===== src/rtl/acc_pkg.sv =====
package acc_pkg;
  localparam int unsigned OP_AND   = 0;
  localparam int unsigned OP_ADD   = 1;
  localparam int unsigned OP_XFER  = 2;
  localparam int unsigned OP_INB   = 3;
  localparam int unsigned OP_CMA   = 4;
  localparam int unsigned OP_ROR   = 5;
  localparam int unsigned OP_ROL   = 6;
  localparam int unsigned OP_CLRA  = 7;
  localparam int unsigned OP_INC   = 8;
  localparam int unsigned OP_CLRE  = 9;
  localparam int unsigned OP_CMPE  = 10;
  localparam int unsigned N_AC_OPS = 9;
  localparam int unsigned N_OPS    = 11;
endpackage


===== src/rtl/acc_func_sel.sv =====
module acc_func_sel #(
  parameter int unsigned N = 9
) (
  input  logic [N-1:0] req_i,
  output logic [N-1:0] sel_o
);
  // Lowest index wins; a running mask records lower requests.
  logic [N:0] seen;
  assign seen[0] = 1'b0;
  for (genvar i = 0; i < N; i++) begin : g_pick
    assign sel_o[i]  = req_i[i] & ~seen[i];
    assign seen[i+1] = seen[i] | req_i[i];
  end
endmodule


===== src/rtl/acc_alu.sv =====
module acc_alu
  import acc_pkg::*;
#(
  parameter int unsigned DATA_W = 16,
  parameter int unsigned IN_W   = 8
) (
  input  logic [N_AC_OPS-1:0] sel_i,
  input  logic [DATA_W-1:0]   ac_i,
  input  logic                e_i,
  input  logic [DATA_W-1:0]   dr_i,
  input  logic [IN_W-1:0]     in_byte_i,
  output logic [DATA_W-1:0]   ac_nxt_o,
  output logic                ac_we_o,
  output logic                e_out_o,
  output logic                e_out_vld_o
);
  localparam int unsigned PAD_W = DATA_W - IN_W;

  function automatic logic [DATA_W:0] add_c(input logic [DATA_W-1:0] a,
                                            input logic [DATA_W-1:0] b);
    return {1'b0, a} + {1'b0, b};
  endfunction

  function automatic logic [DATA_W:0] rot_r(input logic [DATA_W-1:0] a, input logic ein);
    // result: {new_e, new_ac}
    return {a[0], ein, a[DATA_W-1:1]};
  endfunction

  function automatic logic [DATA_W:0] rot_l(input logic [DATA_W-1:0] a, input logic ein);
    return {a[DATA_W-1], a[DATA_W-2:0], ein};
  endfunction

  logic [DATA_W:0] sum_w, ror_w, rol_w;
  assign sum_w = add_c(ac_i, dr_i);
  assign ror_w = rot_r(ac_i, e_i);
  assign rol_w = rot_l(ac_i, e_i);

  assign ac_we_o     = |sel_i;
  assign e_out_vld_o = sel_i[OP_ADD] | sel_i[OP_ROR] | sel_i[OP_ROL];

  always_comb begin
    ac_nxt_o = ac_i;
    e_out_o  = e_i;
    if (sel_i[OP_AND])  ac_nxt_o = ac_i & dr_i;
    if (sel_i[OP_ADD])  {e_out_o, ac_nxt_o} = sum_w;
    if (sel_i[OP_XFER]) ac_nxt_o = dr_i;
    if (sel_i[OP_INB])  ac_nxt_o = {{PAD_W{1'b0}}, in_byte_i};
    if (sel_i[OP_CMA])  ac_nxt_o = ~ac_i;
    if (sel_i[OP_ROR])  {e_out_o, ac_nxt_o} = ror_w;
    if (sel_i[OP_ROL])  {e_out_o, ac_nxt_o} = rol_w;
    if (sel_i[OP_CLRA]) ac_nxt_o = '0;
    if (sel_i[OP_INC])  ac_nxt_o = ac_i + DATA_W'(1);
  end
endmodule


===== src/rtl/acc_e_ctl.sv =====
module acc_e_ctl (
  input  logic e_i,
  input  logic e_out_i,
  input  logic e_out_vld_i,
  input  logic clr_i,
  input  logic cmp_i,
  output logic e_nxt_o
);
  always_comb begin
    if (e_out_vld_i)  e_nxt_o = e_out_i;
    else if (clr_i)   e_nxt_o = 1'b0;
    else if (cmp_i)   e_nxt_o = ~e_i;
    else              e_nxt_o = e_i;
  end
endmodule


===== src/rtl/acc_status.sv =====
module acc_status #(
  parameter int unsigned DATA_W = 16
) (
  input  logic [DATA_W-1:0] ac_i,
  input  logic              e_i,
  output logic              pos_o,
  output logic              neg_o,
  output logic              zero_o,
  output logic              e_zero_o
);
  assign neg_o    = ac_i[DATA_W-1];
  assign pos_o    = ~ac_i[DATA_W-1];
  assign zero_o   = ~|ac_i;
  assign e_zero_o = ~e_i;
endmodule


===== src/rtl/acc_unit.sv =====
module acc_unit
  import acc_pkg::*;
#(
  parameter int unsigned DATA_W = 16,
  parameter int unsigned IN_W   = 8
) (
  input  logic              clk,
  input  logic              rst_n,
  input  logic [N_OPS-1:0]  op_strb_i,
  input  logic [DATA_W-1:0] dr_i,
  input  logic [IN_W-1:0]   in_byte_i,
  output logic [DATA_W-1:0] ac_o,
  output logic              e_o,
  output logic              ac_pos_o,
  output logic              ac_neg_o,
  output logic              ac_zero_o,
  output logic              e_zero_o
);
  logic [DATA_W-1:0]   ac_q, ac_nxt;
  logic                e_q, e_nxt, e_out, e_out_vld, ac_we;
  logic [N_AC_OPS-1:0] ac_sel;

  acc_func_sel #(.N(N_AC_OPS)) u_sel (
    .req_i (op_strb_i[N_AC_OPS-1:0]),
    .sel_o (ac_sel)
  );

  acc_alu #(.DATA_W(DATA_W), .IN_W(IN_W)) u_alu (
    .sel_i       (ac_sel),
    .ac_i        (ac_q),
    .e_i         (e_q),
    .dr_i        (dr_i),
    .in_byte_i   (in_byte_i),
    .ac_nxt_o    (ac_nxt),
    .ac_we_o     (ac_we),
    .e_out_o     (e_out),
    .e_out_vld_o (e_out_vld)
  );

  acc_e_ctl u_ectl (
    .e_i         (e_q),
    .e_out_i     (e_out),
    .e_out_vld_i (e_out_vld),
    .clr_i       (op_strb_i[OP_CLRE]),
    .cmp_i       (op_strb_i[OP_CMPE]),
    .e_nxt_o     (e_nxt)
  );

  always_ff @(posedge clk or negedge rst_n) begin
    if (!rst_n) begin
      ac_q <= '0;
      e_q  <= 1'b0;
    end else begin
      if (ac_we) ac_q <= ac_nxt;
      e_q <= e_nxt;
    end
  end

  acc_status #(.DATA_W(DATA_W)) u_stat (
    .ac_i     (ac_q),
    .e_i      (e_q),
    .pos_o    (ac_pos_o),
    .neg_o    (ac_neg_o),
    .zero_o   (ac_zero_o),
    .e_zero_o (e_zero_o)
  );

  assign ac_o = ac_q;
  assign e_o  = e_q;
endmodule


===== config.mk =====
export PLATFORM = sky130hd
export DESIGN_NAME = acc_unit
export DESIGN_NICKNAME = d
export VERILOG_FILES = /design/src/rtl/acc_pkg.sv /design/src/rtl/acc_func_sel.sv /design/src/rtl/acc_alu.sv /design/src/rtl/acc_e_ctl.sv /design/src/rtl/acc_status.sv /design/src/rtl/acc_unit.sv
export SDC_FILE = /design/constraint.sdc
export NUM_CORES = 1
export LEC_CHECK = 0
export ABC_AREA = 0
export BUFFER_PORTS_ARGS = -buffer_cell sky130_fd_sc_hd__buf_2
export CORE_UTILIZATION = 25
export CTS_CLUSTER_DIAMETER = 80
export CTS_CLUSTER_SIZE = 20
export DETAILED_ROUTE_END_ITERATION = 7
export PLACE_DENSITY = 0.43
export SLEW_MARGIN = 10
export SYNTH_ARGS = -nofsm -noshare
export SYNTH_HDL_FRONTEND = slang
export SYNTH_SLANG_ARGS = --single-unit
export TNS_END_PERCENT = 50

===== constraint.sdc =====
create_clock -name clk -period 3.8 [get_ports clk]
set_clock_uncertainty 0.1 [all_clocks]
set_input_delay 0.19 -clock clk [delete_from_list [all_inputs] [get_ports clk]]
set_output_delay 0.19 -clock clk [all_outputs]
set_load 0.005 [all_outputs]

==> impl_metrics.csv, run 1 <==
group,metric,value,unit
cells_and_area,design_area,3540,µm²
clock_tree,tritoncts,"built",
cells_and_area,finalNetCount,527,
setup_path,critical_path.reg2reg.endpoint,"e_o$_DFFE_PN0P_",
yosys,synth_warnings,0,
sta,fin_setup_tns,0,ns
sta,rsz0062_at_grt,"no",
cells_and_area,antennaDiodeCount,0,
setup_path,reg2reg_depth,8,
clock_tree,clk-insertion-delay-late,0.25,ns
sta,final.setup.worst_slack,0.942,ns
routing,detailedRoute.firstPassIterationCount,5,
routing,initialDrtViolationCount,269,
place,dp.final_hpwl,10300,µm
yosys,synthDistinctLibCells,76,
cells_and_area,areaGrowthSynthToFinish,14.9,%
min_path,min_delay_path_depth,4,
floorplan,initial_utilization,0.256,
sta,final.period_utilization,0.752,
sta,worst_pin_slew,0.903,ns
cells_and_area,drive_gt1_frac,0.170,
clock_tree,clock_pin_slew_reported_for_the_worst_setup_and_hold_paths_after_clock_tree_synthesis,0.06,ns
yosys,synth_area,3080,µm²
place,area_of_placed_instances,3450,µm²
clock_tree,htree_num_levels,1,
min_path,hold-path-endpoint,"e_o$_DFFE_PN0P_",
routing,ant_nets,0,
sta,timing.final.max_slew_violations,0,
cells_and_area,total_area_of_multi_input_combinational_cells,2430,µm²
setup_path,critPathRequiredTime,3.81,ns
sta,fmax,0.350,GHz
floorplan,die_area,12800,µm²
routing,met3RoutedLength,706,µm
routing,wl_per_cell,21.7,µm
global_route,global_route.overflow_total,0,
place,post-place-ws,0.941,ns
routing,via_per_inst,6.04,
global_route,grt_max_degree,40,
yosys,seq_area_frac_synth,0.138,
floorplan,floorplan.rows,40,
clock_tree,numClockSinks,17,
routing,wirelength,13400,µm
min_path,min_path_type,"input port to flop",
place,port_buffers,57,
setup_path,rrSetupSlack,0.94,ns
sta,setup_viol_count_final,0,
min_path,worst_hold_startpoint,"op_strb_i[9]",
setup_path,setup.worst_path.end_class,"flop",
routing,via_count,3725,
yosys,average_cell_area_after_synthesis,7.13,µm²
cells_and_area,ff_latch_area,425,µm²
setup_path,critPathSlowestCell,"dfrtp_1",
global_route,groute.usage.overall,0.211,
setup_path,reg2reg_from,"ac_o[0]$_DFFE_PN0P_",
cells_and_area,layout.cells.most_common_list,"57 x buf_2, 46 x a21oi_1, 38 x nor2_1",
place,place.gp.congestion,0.898,
sta,hold_viol,0,
routing,routed.top_layer,"met4",
clock_tree,cts-root-buf,"clkbuf_16",
setup_path,critical_path.cell_chain,"ha_1 > fa_1 > a21o_1 > a31o_2 > a2111oi_2 > nor3_1 > a211oi_1 > o21ai_0",
flow_run,drv.max_cap_violation_count,0,
global_route,first_global_vias,3557,
yosys,synth_ff_type,"dfrtp_1",
setup_path,worst_setup_path_start_kind,"flop",
floorplan,placeableCoreArea,12000,µm²
yosys,synth_edf_count,0,
status,status,"completed",
yosys,ys_ff_latch,17,
global_route,antenna_found_initial,0,
yosys,synthCells,432,
pwr,powerDensity,361,nW/µm²
cells_and_area,layout.filler_cells,1330,
clock_tree,post_cts.resized_instances,0,
floorplan,ios,58,
pwr,leakage,1.44,nW
pwr,worst_supply_voltage_drop_on_vdd,0.000178,V
clock_tree,clock_tree.buffer_depth,2,
routing,dr_wl_met2,6470,µm
yosys,postSynthNetCount,488,
setup_path,timing.critical_path.fanout_max,8,
cells_and_area,leading_cell_type_in_the_layout_fill_and_taps_excluded,"buf_2",
sta,finalWorstPathRequiredPeriod,2.86,ns
setup_path,max_stage_delay,0.49,ns
floorplan,die_w,113,µm
global_route,grt_first_pass_wirelength,20800,µm
setup_path,timing_worst_setup_path_type,"flop to flop",
routing,met1_length,6000,µm
yosys,async_reset_ff_frac,1.00,
clock_tree,cts_buffers,3,
routing,drt_drc_violations_left,0,
sta,slew_headroom,0.390,
floorplan,die_height,113,µm
setup_path,cp-startpoint,"ac_o[0]$_DFFE_PN0P_",
setup_path,cp.arrival,2.87,ns
worst max-delay path: cells and delay by family, from the launching register on:
kind	cells	cell delay, ns
fa+ha+maj	2	0.71
simple gates	1	0.12
compound gates	5	1.28
flops	1	0.49
synthesized netlist by cell type (3+ instances only):
cell | instances | area share
o22ai_1 | 10 | 0.020
xnor2_1 | 4 | 0.011
a221o_1 | 3 | 0.0097
o21bai_1 | 3 | 0.0073
or3_1 | 4 | 0.0081
o21ai_0 | 22 | 0.036
o31ai_1 | 5 | 0.012
o211a_1 | 4 | 0.013
inv_1 | 21 | 0.026
a21oi_1 | 46 | 0.075
nand2b_1 | 6 | 0.012
xor2_1 | 3 | 0.0085
nor3b_1 | 3 | 0.0073
nor4_1 | 3 | 0.0061
o221ai_1 | 8 | 0.023
a32oi_1 | 5 | 0.014
and2_1 | 3 | 0.0061
a211o_1 | 3 | 0.0085
nand2_1 | 37 | 0.045
a31oi_1 | 7 | 0.014
a2bb2oi_1 | 5 | 0.014
buf_2 | 8 | 0.013
o211ai_1 | 13 | 0.032
nand3_1 | 13 | 0.021
a22oi_1 | 8 | 0.019
nor3_1 | 7 | 0.011
a21boi_0 | 3 | 0.0073
nor2b_1 | 4 | 0.0081
ha_1 | 18 | 0.073
clkbuf_1 | 14 | 0.017
nand4_1 | 6 | 0.012
nor2_1 | 38 | 0.046
a211oi_1 | 17 | 0.041
a21o_1 | 4 | 0.0097
dfrtp_1 | 17 | 0.14
buf_4 | 3 | 0.0073
or4_1 | 3 | 0.0073
worst max path at each step:
| stage | end |
|---|---|
| 5_1_grt | e_o$_DFFE_PN0P_ |
| 6_report | e_o$_DFFE_PN0P_ |
| 2_1_floorplan | e_o$_DFFE_PN0P_ |
| 4_1_cts | e_o$_DFFE_PN0P_ |
| 3_3_place_gp | e_o$_DFFE_PN0P_ |
| 3_5_place_dp | e_o$_DFFE_PN0P_ |
report_power, final:
part           total, mW  leakage, nW  switching (mW)  internal [mW]
registers          0.318        0.212           0.103          0.215
clock network      0.223       0.0382          0.0800          0.143
logic              0.735         1.18           0.439          0.297
per-stage QoR:
stage / std cells / hold WS (ns) / total power [mW] / util
after floorplan: 432 / -0.206 / 0.779 / -
after global placement: 612 / 0.0729 / 1.05 / 0.287
after detailed placement: 612 / 0.0726 / 1.04 / 0.287
after CTS: 617 / 0.225 / 1.27 / 0.295
after global routing: 617 / 0.258 / 1.37 / 0.295
final: 617 / 0.230 / 1.28 / 0.295
per-layer routing:
layer  track usage  up-vias
met4        0.0491        0
met5             0        -
met1         0.284     1796
met3        0.0268       18
li1              -     1770
met2         0.360      141
logic make-up after synthesis:
kind of cell,after synthesis,synth area share
buffers and inverters,51,0.0723
and+or+nand+nor,145,0.248
adders and majority gates,19,0.0796
muxes,2,0.00650
DFF,17,0.138
AOI/OAI and AO/OA,191,0.436
xor gates and xnor gates,7,0.0199
registers in the layout (all words and copies together), names as in the netlist:
name	flops
ac_o	16
e_o	1
area by class of cell:
cell class | instances | area share
flip-flops and latches | 17 | 0.120
well taps | 147 | 0.0520
multi-input cells | 364 | 0.687
inverters | 21 | 0.0223
clock buffers | 4 | 0.0223
repair buffers | 64 | 0.0961
timing repair:
item,in CTS,in global routing
hold buffers,1,0
hold endpoints to repair,17,0
setup buffers,0,0
No activity file was read; power rests on OpenSTA's default activity.
==> run 2: changes to the inputs <==
Clock period 3.8 ns to 2.9 ns, I/O delays scaled along.
==> run 2 against run 1 <==
  * Total power up 34%
  * Critical path depth shrank 1
  * Core utilization rose by 1.4 points
  * Critical path type unchanged
  * Largest cell class unchanged
  * Largest power group unchanged
==> impl_metrics.csv, run 2 (synthesis gave the netlist of run 1 again) <==
group,metric,value,unit
setup_path,worst_setup_path_start_kind,"flop",
sta,hold_viol,0,
setup_path,timing_worst_setup_path_type,"flop to flop",
floorplan,die_height,113,µm
pwr,worst_supply_voltage_drop_on_vdd,0.000309,V
global_route,global_route.overflow_total,0,
place,place.gp.congestion,0.898,
floorplan,die_w,113,µm
routing,wirelength,13800,µm
global_route,grt_first_pass_wirelength,21300,µm
sta,worst_pin_slew,0.788,ns
clock_tree,post_cts.resized_instances,0,
sta,rsz0062_at_grt,"no",
clock_tree,numClockSinks,17,
pwr,power_frac_comb,0.634,
clock_tree,clock_pin_slew_reported_for_the_worst_setup_and_hold_paths_after_clock_tree_synthesis,0.06,ns
sta,fmax,0.378,GHz
global_route,grt_max_degree,25,
setup_path,reg2reg_depth,7,
global_route,first_global_vias,3711,
routing,detailedRoute.firstPassIterationCount,5,
clock_tree,tritoncts,"built",
pwr,power.net_switching,0.811,mW
setup_path,critPathRequiredTime,2.91,ns
pwr,power.internal,0.902,mW
setup_path,cp.arrival,2.66,ns
clock_tree,clk-insertion-delay-late,0.25,ns
cells_and_area,layout.cells.most_common_list,"57 x buf_2, 46 x a21oi_1, 38 x nor2_1",
place,port_buffers,57,
floorplan,ios,58,
min_path,min_path_type,"input port to flop",
clock_tree,postCtsHoldBufs,1,
pwr,swShare,0.473,
floorplan,die_area,12800,µm²
pwr,powerDensity,461,nW/µm²
routing,drt_drc_violations_left,0,
pwr,report.power.total,1.71,mW
setup_path,critPathTopFamily,"compound AO/OA/AOI/OAI gates",
setup_path,critical_path.cell_chain,"ha_1 > a211oi_1 > o211ai_1 > and3b_1 > or3_1 > a21oi_1 > o21ai_0",
clock_tree,htree_num_levels,1,
cells_and_area,finalNetCount,550,
setup_path,path_depth,7,
sta,final.period_utilization,0.912,
min_path,min_delay_path_depth,3,
flow_run,drv.max_cap_violation_count,0,
setup_path,critPathSlowestCell,"a211oi_1",
setup_path,max_stage_delay,0.47,ns
routing,via_per_inst,5.98,
sta,timing.final.max_slew_violations,0,
place,area_of_placed_instances,3620,µm²
cells_and_area,antennaDiodeCount,0,
cells_and_area,design_area,3710,µm²
clock_tree,clock_tree.buffer_depth,2,
routing,wl_per_cell,21.5,µm
routing,via_count,3825,
setup_path,critical_path_buf_inv_count,0,
pwr,power.share.clock,0.169,
clock_tree,cts-root-buf,"clkbuf_16",
status,status,"completed",
global_route,antenna_found_initial,0,
cells_and_area,drive_gt1_frac,0.209,
setup_path,timing.critical_path.fanout_max,6,
routing,ant_nets,0,
pwr,p_seq_frac,0.198,
setup_path,setup.worst_path.end_class,"flop",
routing,initialDrtViolationCount,313,
sta,finalWorstPathRequiredPeriod,2.65,ns
cells_and_area,total_area_of_multi_input_combinational_cells,2430,µm²
clock_tree,cts_buffers,3,
cells_and_area,leading_cell_type_in_the_layout_fill_and_taps_excluded,"buf_2",
sta,setup_viol_count_final,0,
place,dp.final_hpwl,10900,µm
cells_and_area,layout.filler_cells,1362,
sta,fin_setup_tns,0,ns
cells_and_area,ff_latch_area,425,µm²
sta,slew_headroom,0.474,
floorplan,floorplan.rows,40,
floorplan,placeableCoreArea,12000,µm²
cells_and_area,areaGrowthSynthToFinish,20.5,%
global_route,groute.usage.overall,0.218,
clock_tree,post-cts-setup-buffers,0,
floorplan,initial_utilization,0.256,
cells_and_area,largest_register_ffs,16,
pwr,leakage,1.55,nW
## run 2: worst paths after layout
check / startpoint / to / slack (ns)
worst max-delay path: ac_o[1]$_DFFE_PN0P_ / ac_o[15]$_DFFE_PN0P_ / 0.25
worst min-delay path: in_byte_i[5] / ac_o[5]$_DFFE_PN0P_ / 0.15
worst max register to register: ac_o[1]$_DFFE_PN0P_ / ac_o[15]$_DFFE_PN0P_ / 0.25
worst min register to register: ac_o[6]$_DFFE_PN0P_ / ac_o[6]$_DFFE_PN0P_ / 0.62
max in group asynchronous: rst_n / ac_o[14]$_DFFE_PN0P_ / 2.08
min in group asynchronous: rst_n / ac_o[3]$_DFFE_PN0P_ / 0.29
## run 2: power groups by stage
stage	logic (mW)	registers (mW)	clock network, mW
final	1.09	0.339	0.289
after global routing	1.19	0.345	0.302
after CTS	1.08	0.340	0.294
after detailed placement	1.07	0.344	0
after global placement	1.07	0.345	0
after floorplan	0.666	0.354	0
## run 2: through the flow
step	hold WS [ns]	setup WS [ns]	std cells	utilization
5_1_grt	0.198	0.120	640	0.309
4_1_cts	0.132	0.278	640	0.309
6_report	0.151	0.255	640	0.309
3_5_place_dp	0.0322	0.296	635	0.302
3_3_place_gp	0.0441	0.335	635	0.302
2_1_floorplan	-0.251	0.447	432	-
## run 2: cell type report
class                   instances  share of cell area
repair buffers                 87               0.138
flip-flops and latches         17               0.115
clock buffers                   4              0.0212
multi-input cells             364               0.655
inverters                      21              0.0212
well taps                     147              0.0495
## run 2: tightest hold or removal path, stage by stage
cell,delay (ns)
buf_2,0.08
a211oi_1,0.08
a22oi_1,0.15
## run 2: per-layer routing
layer | GRT usage | routed length [µm] | vias to the layer above
met2 | 0.364 | 6430 | 144
met5 | 0 | 0 | -
li1 | - | - | 1823
met4 | 0.0561 | 358 | 0
met1 | 0.297 | 6220 | 1838
met3 | 0.0262 | 765 | 20
==> run 3: changes to the inputs <==
Settings changed: BUFFER_PORTS_ARGS -buffer_cell sky130_fd_sc_hd__buf_2 to not set, CORE_ASPECT_RATIO set to 1.25, DONT_BUFFER_PORTS set to 1, PLACE_DENSITY 0.43 to 0.39.
==> run 3 against run 2 <==
  * Non-clock buffer count is 59 lower
  * Sequential cell count stayed put
  * Final cell count is 7.0% lower
  * First-iteration DRC count is 1.9% lower
  * Global-route usage is 0.41 points higher
  * Sequential share of layout area is 0.94 points higher
  * Worst setup slack worse by 0.060 ns
  * Clock power is 6% higher
  * Sequential power hardly changed
  * Count of clock-buffer cells in the layout stayed put
  * Routed wire length is 1.1% higher
  * Total power is 4.4% lower
  * Critical endpoint is now e_o$_DFFE_PN0P_
  * Largest power group unchanged
  * Highest routed layer unchanged
==> impl_metrics.csv, run 3 (synthesis gave the netlist of run 1 again) <==
group,metric,value,unit
cells_and_area,areaGrowthSynthToFinish,11.3,%
global_route,groute.usage.overall,0.222,
floorplan,floorplan.rows,44,
pwr,swShare,0.474,
clock_tree,tritoncts,"built",
pwr,power.share.clock,0.187,
setup_path,critical_path.cell_chain,"ha_1 > fa_1 > a21o_1 > a31o_2 > a2111oi_2 > nor3_1 > a211oi_1 > o21ai_0",
global_route,grt_max_degree,40,
status,status,"completed",
pwr,leakage,1.31,nW
global_route,first_global_vias,3557,
min_path,min_path_type,"input port to flop",
place,post-place-ws,0.254,ns
pwr,worst_supply_voltage_drop_on_vdd,0.000192,V
routing,via_per_inst,6.14,
sta,final.period_utilization,0.933,
place,placed_cells,590,
place,place.gp.congestion,0.891,
global_route,antenna_found_initial,0,
clock_tree,numClockSinks,17,
pwr,power_frac_comb,0.605,
routing,detailedRoute.firstPassIterationCount,7,
sta,slew_headroom,0.285,
cells_and_area,layout.filler_cells,1314,
cells_and_area,antennaDiodeCount,0,
sta,finalWorstPathRequiredPeriod,2.71,ns
floorplan,die_w,101,µm
cells_and_area,fin_cells,595,
global_route,grt_first_pass_wirelength,21300,µm
routing,drt_drc_violations_left,0,
pwr,powerDensity,477,nW/µm²
setup_path,timing_worst_setup_path_type,"flop to flop",
floorplan,die_area,12800,µm²
place,dp.final_hpwl,11000,µm
cells_and_area,total_area_of_multi_input_combinational_cells,2430,µm²
clock_tree,clock_tree.buffer_depth,2,
floorplan,die_height,126,µm
setup_path,max_stage_delay,0.50,ns
clock_tree,clk-insertion-delay-late,0.27,ns
clock_tree,cts-root-buf,"clkbuf_16",
cells_and_area,ff_latch_area,425,µm²
routing,via_count,3651,
routing,ant_nets,0,
cells_and_area,largest_register_ffs,16,
flow_run,drv.max_cap_violation_count,0,
pwr,power.internal,0.861,mW
sta,setup_viol_count_final,0,
setup_path,cp.arrival,2.72,ns
cells_and_area,finalNetCount,491,
pwr,power.net_switching,0.776,mW
floorplan,ios,58,
setup_path,rrSetupSlack,0.19,ns
sta,fin_setup_tns,0,ns
clock_tree,htree_num_levels,1,
routing,wl_per_cell,23.4,µm
sta,fmax,0.370,GHz
setup_path,setup.worst_path.end_class,"flop",
setup_path,worst_setup_path_start_kind,"flop",
setup_path,timing.critical_path.fanout_max,5,
cells_and_area,leading_cell_type_in_the_layout_fill_and_taps_excluded,"a21oi_1",
sta,rsz0062_at_grt,"no",
clock_tree,clock_pin_slew_reported_for_the_worst_setup_and_hold_paths_after_clock_tree_synthesis,0.07,ns
pwr,p_seq_frac,0.208,
sta,worst_pin_slew,1.07,ns
floorplan,placeableCoreArea,11800,µm²
place,port_buffers,0,
clock_tree,cts_buffers,3,
sta,hold_viol,0,
sta,timing.final.max_slew_violations,0,
clock_tree,post-cts-setup-buffers,0,
clock_tree,post_cts.resized_instances,0,
cells_and_area,layout.cells.most_common_list,"46 x a21oi_1, 38 x nor2_1, 37 x nand2_1",
setup_path,critPathSlowestCell,"a2111oi_2",
cells_and_area,drive_gt1_frac,0.101,
setup_path,critPathRequiredTime,2.91,ns
routing,wirelength,13900,µm
clock_tree,postCtsHoldBufs,1,
floorplan,initial_utilization,0.260,
global_route,global_route.overflow_total,0,
sta,final.setup.worst_slack,0.195,ns
routing,initialDrtViolationCount,307,
[run 3: cell types whose count changed in the layout (fill, tap and decap cells not counted), sizes merged]
cell and delta:
buf -59
[run 3: area by class of cell]
type	count	area share
Clock buffer	4	0.0230
Inverter	21	0.0230
Multi-Input combinational cell	364	0.709
Sequential cell	17	0.124
Tap cell	161	0.0587
Timing Repair Buffer	28	0.0620
[run 3: worst max-delay path, delay by kind of cell, from the launching register on]
kind	cells	cell delay (ns)
adders and majority gates	2	0.67
and+or+nand+nor	1	0.12
DFF	1	0.40
AOI/OAI and AO/OA	5	1.25
[run 3: layer usage]
layer	share of wire	wire [µm]	vias up	track usage
met5	0	0	-	0
met1	0.43	5940	1762	0.288
met4	0.034	476	0	0.107
li1	-	-	1692	-
met3	0.060	834	34	0.0294
met2	0.48	6670	163	0.359
[run 3: metrics by stage]
stage | cell area [µm²] | utilization | hold WS [ns] | power (mW)
after floorplan | 3080 | - | -0.251 | 1.02
after global placement | 3340 | 0.282 | -0.249 | 1.32
after detailed placement | 3340 | 0.282 | -0.249 | 1.31
after CTS | 3430 | 0.290 | 0.00391 | 1.63
after global routing | 3430 | 0.290 | 0.0212 | 1.74
final | 3430 | 0.290 | 0.00599 | 1.64
[run 3: final timing paths]
check,startpoint,end,cells after the start
min reg2reg,ac_o[7]$_DFFE_PN0P_,ac_o[7]$_DFFE_PN0P_,2
max in group asynchronous,rst_n,ac_o[10]$_DFFE_PN0P_,1
min,op_strb_i[7],ac_o[14]$_DFFE_PN0P_,2
max,ac_o[0]$_DFFE_PN0P_,e_o$_DFFE_PN0P_,8
min in group asynchronous,rst_n,ac_o[2]$_DFFE_PN0P_,1
max reg2reg,ac_o[0]$_DFFE_PN0P_,e_o$_DFFE_PN0P_,8
[run 3: power groups by stage]
stage / Sequential [mW] / Clock [mW] / Combinational [mW]
after floorplan: 0.354 / 0 / 0.666
final: 0.340 / 0.307 / 0.990
after detailed placement: 0.342 / 0 / 0.963
after CTS: 0.338 / 0.312 / 0.977
after global routing: 0.345 / 0.314 / 1.09
after global placement: 0.342 / 0 / 0.979
